$ cat src/rtl/bram_sum_pkg.sv
package bram_sum_pkg;

    localparam int BYTE_W = 8;
    localparam int WORD_W = 2 * BYTE_W;

    typedef enum logic [2:0] {
        ST_IDLE,
        ST_LOAD_HI,
        ST_LOAD_LO,
        ST_WALK,
        ST_STORE,
        ST_CHECK
    } seq_state_e;

    function automatic logic [WORD_W-1:0] rotl1(input logic [WORD_W-1:0] v);
        return {v[WORD_W-2:0], v[WORD_W-1]};
    endfunction

endpackage

$ cat src/rtl/bram_sum_accum.sv
module bram_sum_accum
    import bram_sum_pkg::*;
(
    input  logic              clk,
    input  logic              rst_n,
    input  logic              clr,
    input  logic              en,
    input  logic [WORD_W-1:0] word,
    output logic [WORD_W-1:0] sum
);

    logic [WORD_W-1:0] sum_d, sum_q;

    always_comb begin
        sum_d = sum_q;
        if (clr) begin
            sum_d = '0;
        end else if (en) begin
            sum_d = rotl1(sum_q) + word;
        end
    end

    always_ff @(posedge clk or negedge rst_n) begin
        if (!rst_n) begin
            sum_q <= '0;
        end else begin
            sum_q <= sum_d;
        end
    end

    assign sum = sum_q;

endmodule

$ cat src/rtl/bram_sum_lane.sv
module bram_sum_lane
    import bram_sum_pkg::*;
#(
    parameter logic [WORD_W-1:0] KEY = 16'hAAAA,
    localparam int LANES = 2 * WORD_W / BYTE_W,
    localparam int SEL_W = $clog2(LANES)
) (
    input  logic [WORD_W-1:0] sum,
    input  logic [SEL_W-1:0]  lane_sel,
    output logic [BYTE_W-1:0] lane_byte
);

    logic [2*WORD_W-1:0] pair;

    assign pair      = {sum ^ KEY, sum};
    assign lane_byte = pair[lane_sel*BYTE_W +: BYTE_W];

endmodule

$ cat src/rtl/bram_sum_seq.sv
module bram_sum_seq
    import bram_sum_pkg::*;
#(
    parameter int ADDR_W = 8,
    localparam int LANES = 2 * WORD_W / BYTE_W,
    localparam int SEL_W = $clog2(LANES),
    localparam int IDX_W = $clog2(LANES + 1)
) (
    input  logic              clk,
    input  logic              rst_n,
    input  logic              start,
    input  logic              gen_mode,
    input  logic [BYTE_W-1:0] rd_data,
    input  logic [BYTE_W-1:0] lane_byte,
    output logic              busy,
    output logic              done,
    output logic              valid,
    output logic              rd_en,
    output logic [ADDR_W-1:0] rd_addr,
    output logic              wr_en,
    output logic [ADDR_W-1:0] wr_addr,
    output logic              acc_clr,
    output logic              acc_en,
    output logic [WORD_W-1:0] acc_word,
    output logic [SEL_W-1:0]  lane_sel
);

    localparam logic [ADDR_W-1:0] WALK_TOP_A   = ADDR_W'((1 << ADDR_W) - 6);
    localparam logic [ADDR_W-1:0] WALK_HI_A    = ADDR_W'((1 << ADDR_W) - 5);
    localparam logic [ADDR_W-1:0] STORE_BASE_A = ADDR_W'((1 << ADDR_W) - 4);
    localparam logic [IDX_W-1:0]  IDX_LAST     = IDX_W'(LANES - 1);
    localparam logic [IDX_W-1:0]  IDX_END      = IDX_W'(LANES);

    typedef struct packed {
        seq_state_e        st;
        logic [ADDR_W-1:0] pos;
        logic [BYTE_W-1:0] hi;
        logic [IDX_W-1:0]  idx;
        logic              gen;
        logic              bad;
        logic              done;
        logic              valid;
    } seq_t;

    seq_t seq_d, seq_q;
    logic miss;

    always_comb begin
        seq_d      = seq_q;
        seq_d.done = 1'b0;
        rd_en      = 1'b0;
        rd_addr    = '0;
        wr_en      = 1'b0;
        wr_addr    = '0;
        acc_clr    = 1'b0;
        acc_en     = 1'b0;
        lane_sel   = SEL_W'(seq_q.idx);
        miss       = 1'b0;

        case (seq_q.st)
            ST_IDLE: begin
                if (start) begin
                    seq_d.st    = ST_LOAD_HI;
                    seq_d.gen   = gen_mode;
                    seq_d.valid = 1'b0;
                    seq_d.bad   = 1'b0;
                    seq_d.idx   = '0;
                    acc_clr     = 1'b1;
                end
            end

            ST_LOAD_HI: begin
                rd_en    = 1'b1;
                rd_addr  = WALK_HI_A;
                seq_d.st = ST_LOAD_LO;
            end

            ST_LOAD_LO: begin
                seq_d.hi  = rd_data;
                rd_en     = 1'b1;
                rd_addr   = WALK_TOP_A;
                seq_d.pos = WALK_TOP_A;
                seq_d.st  = ST_WALK;
            end

            ST_WALK: begin
                acc_en   = 1'b1;
                seq_d.hi = rd_data;
                if (seq_q.pos == '0) begin
                    seq_d.idx = '0;
                    seq_d.st  = seq_q.gen ? ST_STORE : ST_CHECK;
                end else begin
                    rd_en     = 1'b1;
                    rd_addr   = seq_q.pos - 1'b1;
                    seq_d.pos = seq_q.pos - 1'b1;
                end
            end

            ST_STORE: begin
                wr_en   = 1'b1;
                wr_addr = STORE_BASE_A + ADDR_W'(seq_q.idx);
                if (seq_q.idx == IDX_LAST) begin
                    seq_d.st    = ST_IDLE;
                    seq_d.done  = 1'b1;
                    seq_d.valid = 1'b1;
                end else begin
                    seq_d.idx = seq_q.idx + IDX_W'(1);
                end
            end

            ST_CHECK: begin
                lane_sel  = SEL_W'(seq_q.idx - IDX_W'(1));
                miss      = (seq_q.idx != '0) && (rd_data != lane_byte);
                seq_d.bad = seq_q.bad | miss;
                if (seq_q.idx == IDX_END) begin
                    seq_d.st    = ST_IDLE;
                    seq_d.done  = 1'b1;
                    seq_d.valid = !(seq_q.bad | miss);
                end else begin
                    rd_en     = 1'b1;
                    rd_addr   = STORE_BASE_A + ADDR_W'(seq_q.idx);
                    seq_d.idx = seq_q.idx + IDX_W'(1);
                end
            end

            default: begin
                seq_d.st = ST_IDLE;
            end
        endcase
    end

    always_ff @(posedge clk or negedge rst_n) begin
        if (!rst_n) begin
            seq_q <= '0;
        end else begin
            seq_q <= seq_d;
        end
    end

    assign acc_word = {seq_q.hi, rd_data};
    assign busy     = (seq_q.st != ST_IDLE);
    assign done     = seq_q.done;
    assign valid    = seq_q.valid;

endmodule

$ cat src/rtl/bram_sum_engine.sv
module bram_sum_engine
    import bram_sum_pkg::*;
#(
    parameter int                ADDR_W = 8,
    parameter logic [WORD_W-1:0] KEY    = 16'hAAAA
) (
    input  logic              clk,
    input  logic              rst_n,
    input  logic              start,
    input  logic              gen_mode,
    input  logic [BYTE_W-1:0] rd_data,
    output logic              busy,
    output logic              done,
    output logic              valid,
    output logic              rd_en,
    output logic [ADDR_W-1:0] rd_addr,
    output logic              wr_en,
    output logic [ADDR_W-1:0] wr_addr,
    output logic [BYTE_W-1:0] wr_data
);

    localparam int LANES = 2 * WORD_W / BYTE_W;
    localparam int SEL_W = $clog2(LANES);

    logic              acc_clr;
    logic              acc_en;
    logic [WORD_W-1:0] acc_word;
    logic [WORD_W-1:0] sum;
    logic [SEL_W-1:0]  lane_sel;
    logic [BYTE_W-1:0] lane_byte;

    bram_sum_seq #(
        .ADDR_W (ADDR_W)
    ) u_seq (
        .clk       (clk),
        .rst_n     (rst_n),
        .start     (start),
        .gen_mode  (gen_mode),
        .rd_data   (rd_data),
        .lane_byte (lane_byte),
        .busy      (busy),
        .done      (done),
        .valid     (valid),
        .rd_en     (rd_en),
        .rd_addr   (rd_addr),
        .wr_en     (wr_en),
        .wr_addr   (wr_addr),
        .acc_clr   (acc_clr),
        .acc_en    (acc_en),
        .acc_word  (acc_word),
        .lane_sel  (lane_sel)
    );

    bram_sum_accum u_accum (
        .clk   (clk),
        .rst_n (rst_n),
        .clr   (acc_clr),
        .en    (acc_en),
        .word  (acc_word),
        .sum   (sum)
    );

    bram_sum_lane #(
        .KEY (KEY)
    ) u_lane (
        .sum       (sum),
        .lane_sel  (lane_sel),
        .lane_byte (lane_byte)
    );

    assign wr_data = lane_byte;

endmodule

$ cat config.mk
export PLATFORM = sky130hd
export DESIGN_NAME = bram_sum_engine
export DESIGN_NICKNAME = d
export VERILOG_FILES = /design/src/rtl/bram_sum_pkg.sv /design/src/rtl/bram_sum_accum.sv /design/src/rtl/bram_sum_lane.sv /design/src/rtl/bram_sum_seq.sv /design/src/rtl/bram_sum_engine.sv
export SDC_FILE = /design/constraint.sdc
export NUM_CORES = 1
export LEC_CHECK = 0
export CAP_MARGIN = 20
export CORE_MARGIN = 1.5
export CORE_UTILIZATION = 61
export DETAILED_ROUTE_END_ITERATION = 12
export PLACE_DENSITY = 0.86
export SKIP_CTS_REPAIR_TIMING = 1
export SYNTH_ARGS = -nofsm -noshare
export SYNTH_HDL_FRONTEND = slang
export SYNTH_SLANG_ARGS = --single-unit
$ cat constraint.sdc
create_clock -name clk -period 4.5 [get_ports clk]
set_clock_uncertainty 0.1 [all_clocks]
set_input_delay 0.9 -clock clk [delete_from_list [all_inputs] [get_ports clk]]
set_output_delay 0.9 -clock clk [all_outputs]
set_load 0.02 [all_outputs]
==> results.sh <==
export IMPL_outcome="finished, final reports clean"
export IMPL_cp_data_arrival_time_ns=2.73
export IMPL_drive_gt1_frac=0.0510
export IMPL_syn_num_nets=436
export IMPL_power_internal_mw=1.03
export IMPL_r2r_start="u_seq.seq_q[23]"
export IMPL_synth_top_area_frac=0.315
export IMPL_portBuffers=40
export IMPL_required_ns=3.50
export IMPL_first_iter_violations=191
export IMPL_end_kind="output port"
export IMPL_globalRouteMet3Util=0.0500
export IMPL_pwr_share_clk=0.136
export IMPL_critPathTopFamily="simple AND/OR/NAND/NOR gates"
export IMPL_grt_pass1_vias=2859
export IMPL_path_clk_slew_ns=0.09
export IMPL_synthCells=403
export IMPL_initial_core_util=0.641
export IMPL_yosysSeqAreaShare=0.315
export IMPL_finalHoldViolCount=0
export IMPL_wirelength_um=8110
export IMPL_worst_path_buf_inv=2
export IMPL_place_ws_ns=0.834
export IMPL_leakagePower_nw=1.69
export IMPL_synth_edff_count=0
export IMPL_setup_slack_ns=0.772
export IMPL_num_rows=26
export IMPL_wl_per_cell_um=16.2
export IMPL_worst_slew_pin_slew_ns=0.960
export IMPL_drc=0
export IMPL_cts_made_buffers=5
export IMPL_core_um2=5200
export IMPL_ys_warn_count=0
export IMPL_place_inst=493
export IMPL_yosys_area_top_type="dfrtp_1"
export IMPL_clkLatencyLatePin_ns=0.30
export IMPL_diodes=0
export IMPL_antenna_found_initial=0
export IMPL_path_depth=6
export IMPL_start_kind="flop"
export IMPL_min_period_ns=3.73
export IMPL_die_h_um=77.0
export IMPL_grt_max_degree=43
export IMPL_final_setup_tns_ns=0
export IMPL_grt_setup_unrepaired="no"
export IMPL_htree_levels=2
export IMPL_slew_limit_headroom=0.360
export IMPL_cp_startpoint="u_seq.seq_q[24]"
export IMPL_synth_seq_cells=42
export IMPL_grt_pass1_wl_um=13700
export IMPL_crit_fanout=17
export IMPL_die_area_um2=5920
export IMPL_grtUsageMet1=0.409
export IMPL_r2r_cells=7
export IMPL_finalCritPeriodShare=0.828
export IMPL_dpl_hpwl_um=6100
export IMPL_cts_tree="yes"
export IMPL_maxCapViolCount=0
export IMPL_combPwrFrac=0.537
export IMPL_slew_viol_final=0
export IMPL_final_cell_area_um2=3800
export IMPL_netlist_top_cells_area="dfrtp_1 31%, ha_1 7.5%, nand2_1 7.1%"
export IMPL_synth_most_common_cell="nand2_1"
export IMPL_drtAntennaViolNets=0
export IMPL_syn_to_final_growth_pct=13.8
export IMPL_finalSetupViolations=0
export IMPL_cp_slowest_cell="clkdlybuf4s50_1"
export IMPL_crit_chain="nor2b_1, buf_4, and2_1, nand2_1, o22ai_1, clkdlybuf4s50_1"
export IMPL_final_cells=501
export IMPL_synth_common_cells="63 x nand2_1, 42 x dfrtp_1, 29 x nor2_1"
export IMPL_peakVddDrop_mv=0.377
export IMPL_ys_flop_type="dfrtp_1"
export IMPL_endpoint="rd_addr[0]"
export IMPL_cts_num_sinks=42
export IMPL_hold_path_startpoint="u_seq.seq_q[2]"
export IMPL_fin_nets=463
export IMPL_vias=3086
export IMPL_yosys_cell_types_count=60
export IMPL_p_sw_mw=0.753
export IMPL_async_flop_share=1.00
export IMPL_grt_busiest_layer="met2"
export IMPL_use_met2=0.459
export IMPL_fmax_mhz=268
export IMPL_fp_dieW_um=77.0
export IMPL_slowest_delay_ns=0.63
export IMPL_dr_pass1_iters=5
export IMPL_io_pins=41
export IMPL_grtUsageTotal=0.291
export IMPL_routabilityCongestion=0.921
export IMPL_whs_ns=0.389
export IMPL_placed_area_um2=3710
export IMPL_setup_worst_path_class="flop to output port"
export IMPL_vias_per_cell=6.16
export IMPL_r2r_slack_ns=1.58
export IMPL_syn_area_per_cell_um2=8.28
export IMPL_cellPowerDensity_nw_per_um2=470
export IMPL_synth_area_um2=3340
export IMPL_hp_class="flop to flop"
export IMPL_grt_ovfl_total=0
export IMPL_cts_root_buf="clkbuf_8"
export IMPL_p_sw_frac=0.422
export IMPL_power_frac_seq=0.327
export IMPL_clockBufferDepth=2
export IMPL_reg2reg_to="u_seq.valid"
[power groups by stage]
stage | sequential, mW | clock (mW) | combinational (mW)
after floorplan | 0.541 | 0 | 0.735
after global placement | 0.580 | 0 | 0.920
after detailed placement | 0.586 | 0 | 0.947
after CTS | 0.578 | 0.247 | 0.951
after global routing | 0.598 | 0.262 | 1.06
final | 0.584 | 0.242 | 0.959
[registers in the layout, indices dropped and copies added (netlist names)]
| signal | count |
|---|---|
| u_accum.sum | 16 |
| u_seq.acc_word | 8 |
| u_seq.done | 1 |
| u_seq.seq_q | 16 |
| u_seq.valid | 1 |
[stage by stage]
step                      utilization  total power [mW]
after global routing            0.730              1.92
after CTS                       0.730              1.78
after detailed placement        0.713              1.53
after floorplan                     -              1.28
after global placement          0.713              1.50
final                           0.730              1.79
[placed cells by master, fill, tap and decap left out, types with 3 or more instances in the layout]
cell and instances:
a21o_1 10, a21oi_1 24, a31oi_1 7, buf_4 3, clkbuf_8 5, clkdlybuf4s50_1 39, dfrtp_1 42, ha_1 20
inv_1 14, mux2i_1 9, nand2_1 63, nand2b_1 8, nand3_1 9, nor2_1 29, nor2b_1 4, nor3_1 14
o21a_1 3, o21ai_0 15, o21ai_1 24, o21bai_1 4, o22ai_1 4, xnor2_1 23, xor2_1 12
[metal layers]
layer  part of all wire  vias up
met5                  0        -
met4              0.013        0
met3              0.066       14
met2               0.47      133
met1               0.45     1471
li1                   -     1468
[kinds of logic (layout without fill, tap and decap cells)]
kind of cell | Yosys count | after routing | share of synthesized area
xor gates and xnor gates | 36 | 36 | 0.0967
and+or+nand+nor | 140 | 140 | 0.195
adders and majority gates | 21 | 21 | 0.0810
AOI/OAI and AO/OA | 113 | 113 | 0.211
DFF | 42 | 42 | 0.315
muxes | 13 | 13 | 0.0450
buffers and inverters | 38 | 66 | 0.0559
[worst reg2reg max path: cells and delay by family (launching register included)]
kind	cells	cell delay (ns)
compound gates	1	0.24
xor+xnor	2	0.38
flops	1	0.75
mux	1	0.35
simple gates	3	1.00
[worst min path at each step]
stage | slack (ns) | depth (start not counted) | to
floorplan | 0.34 | 2 | u_seq.seq_q[3]
global placement | 0.36 | 2 | u_seq.seq_q[3]
detailed placement | 0.38 | 2 | u_seq.acc_word[12]
CTS | 0.39 | 1 | u_seq.valid
global route | 0.40 | 1 | u_seq.valid
finish | 0.39 | 1 | u_seq.valid
[final cells by class]
type	count	area, um2
fill	393	1410
clock inverter	2	13.8
timing repair buffer	43	418
tap	70	87.6
sequential	42	1050
inverter	15	56.3
multi-input combinational	323	2100
clock buffer	6	72.6
No activity file was read; power rests on OpenSTA's default activity.
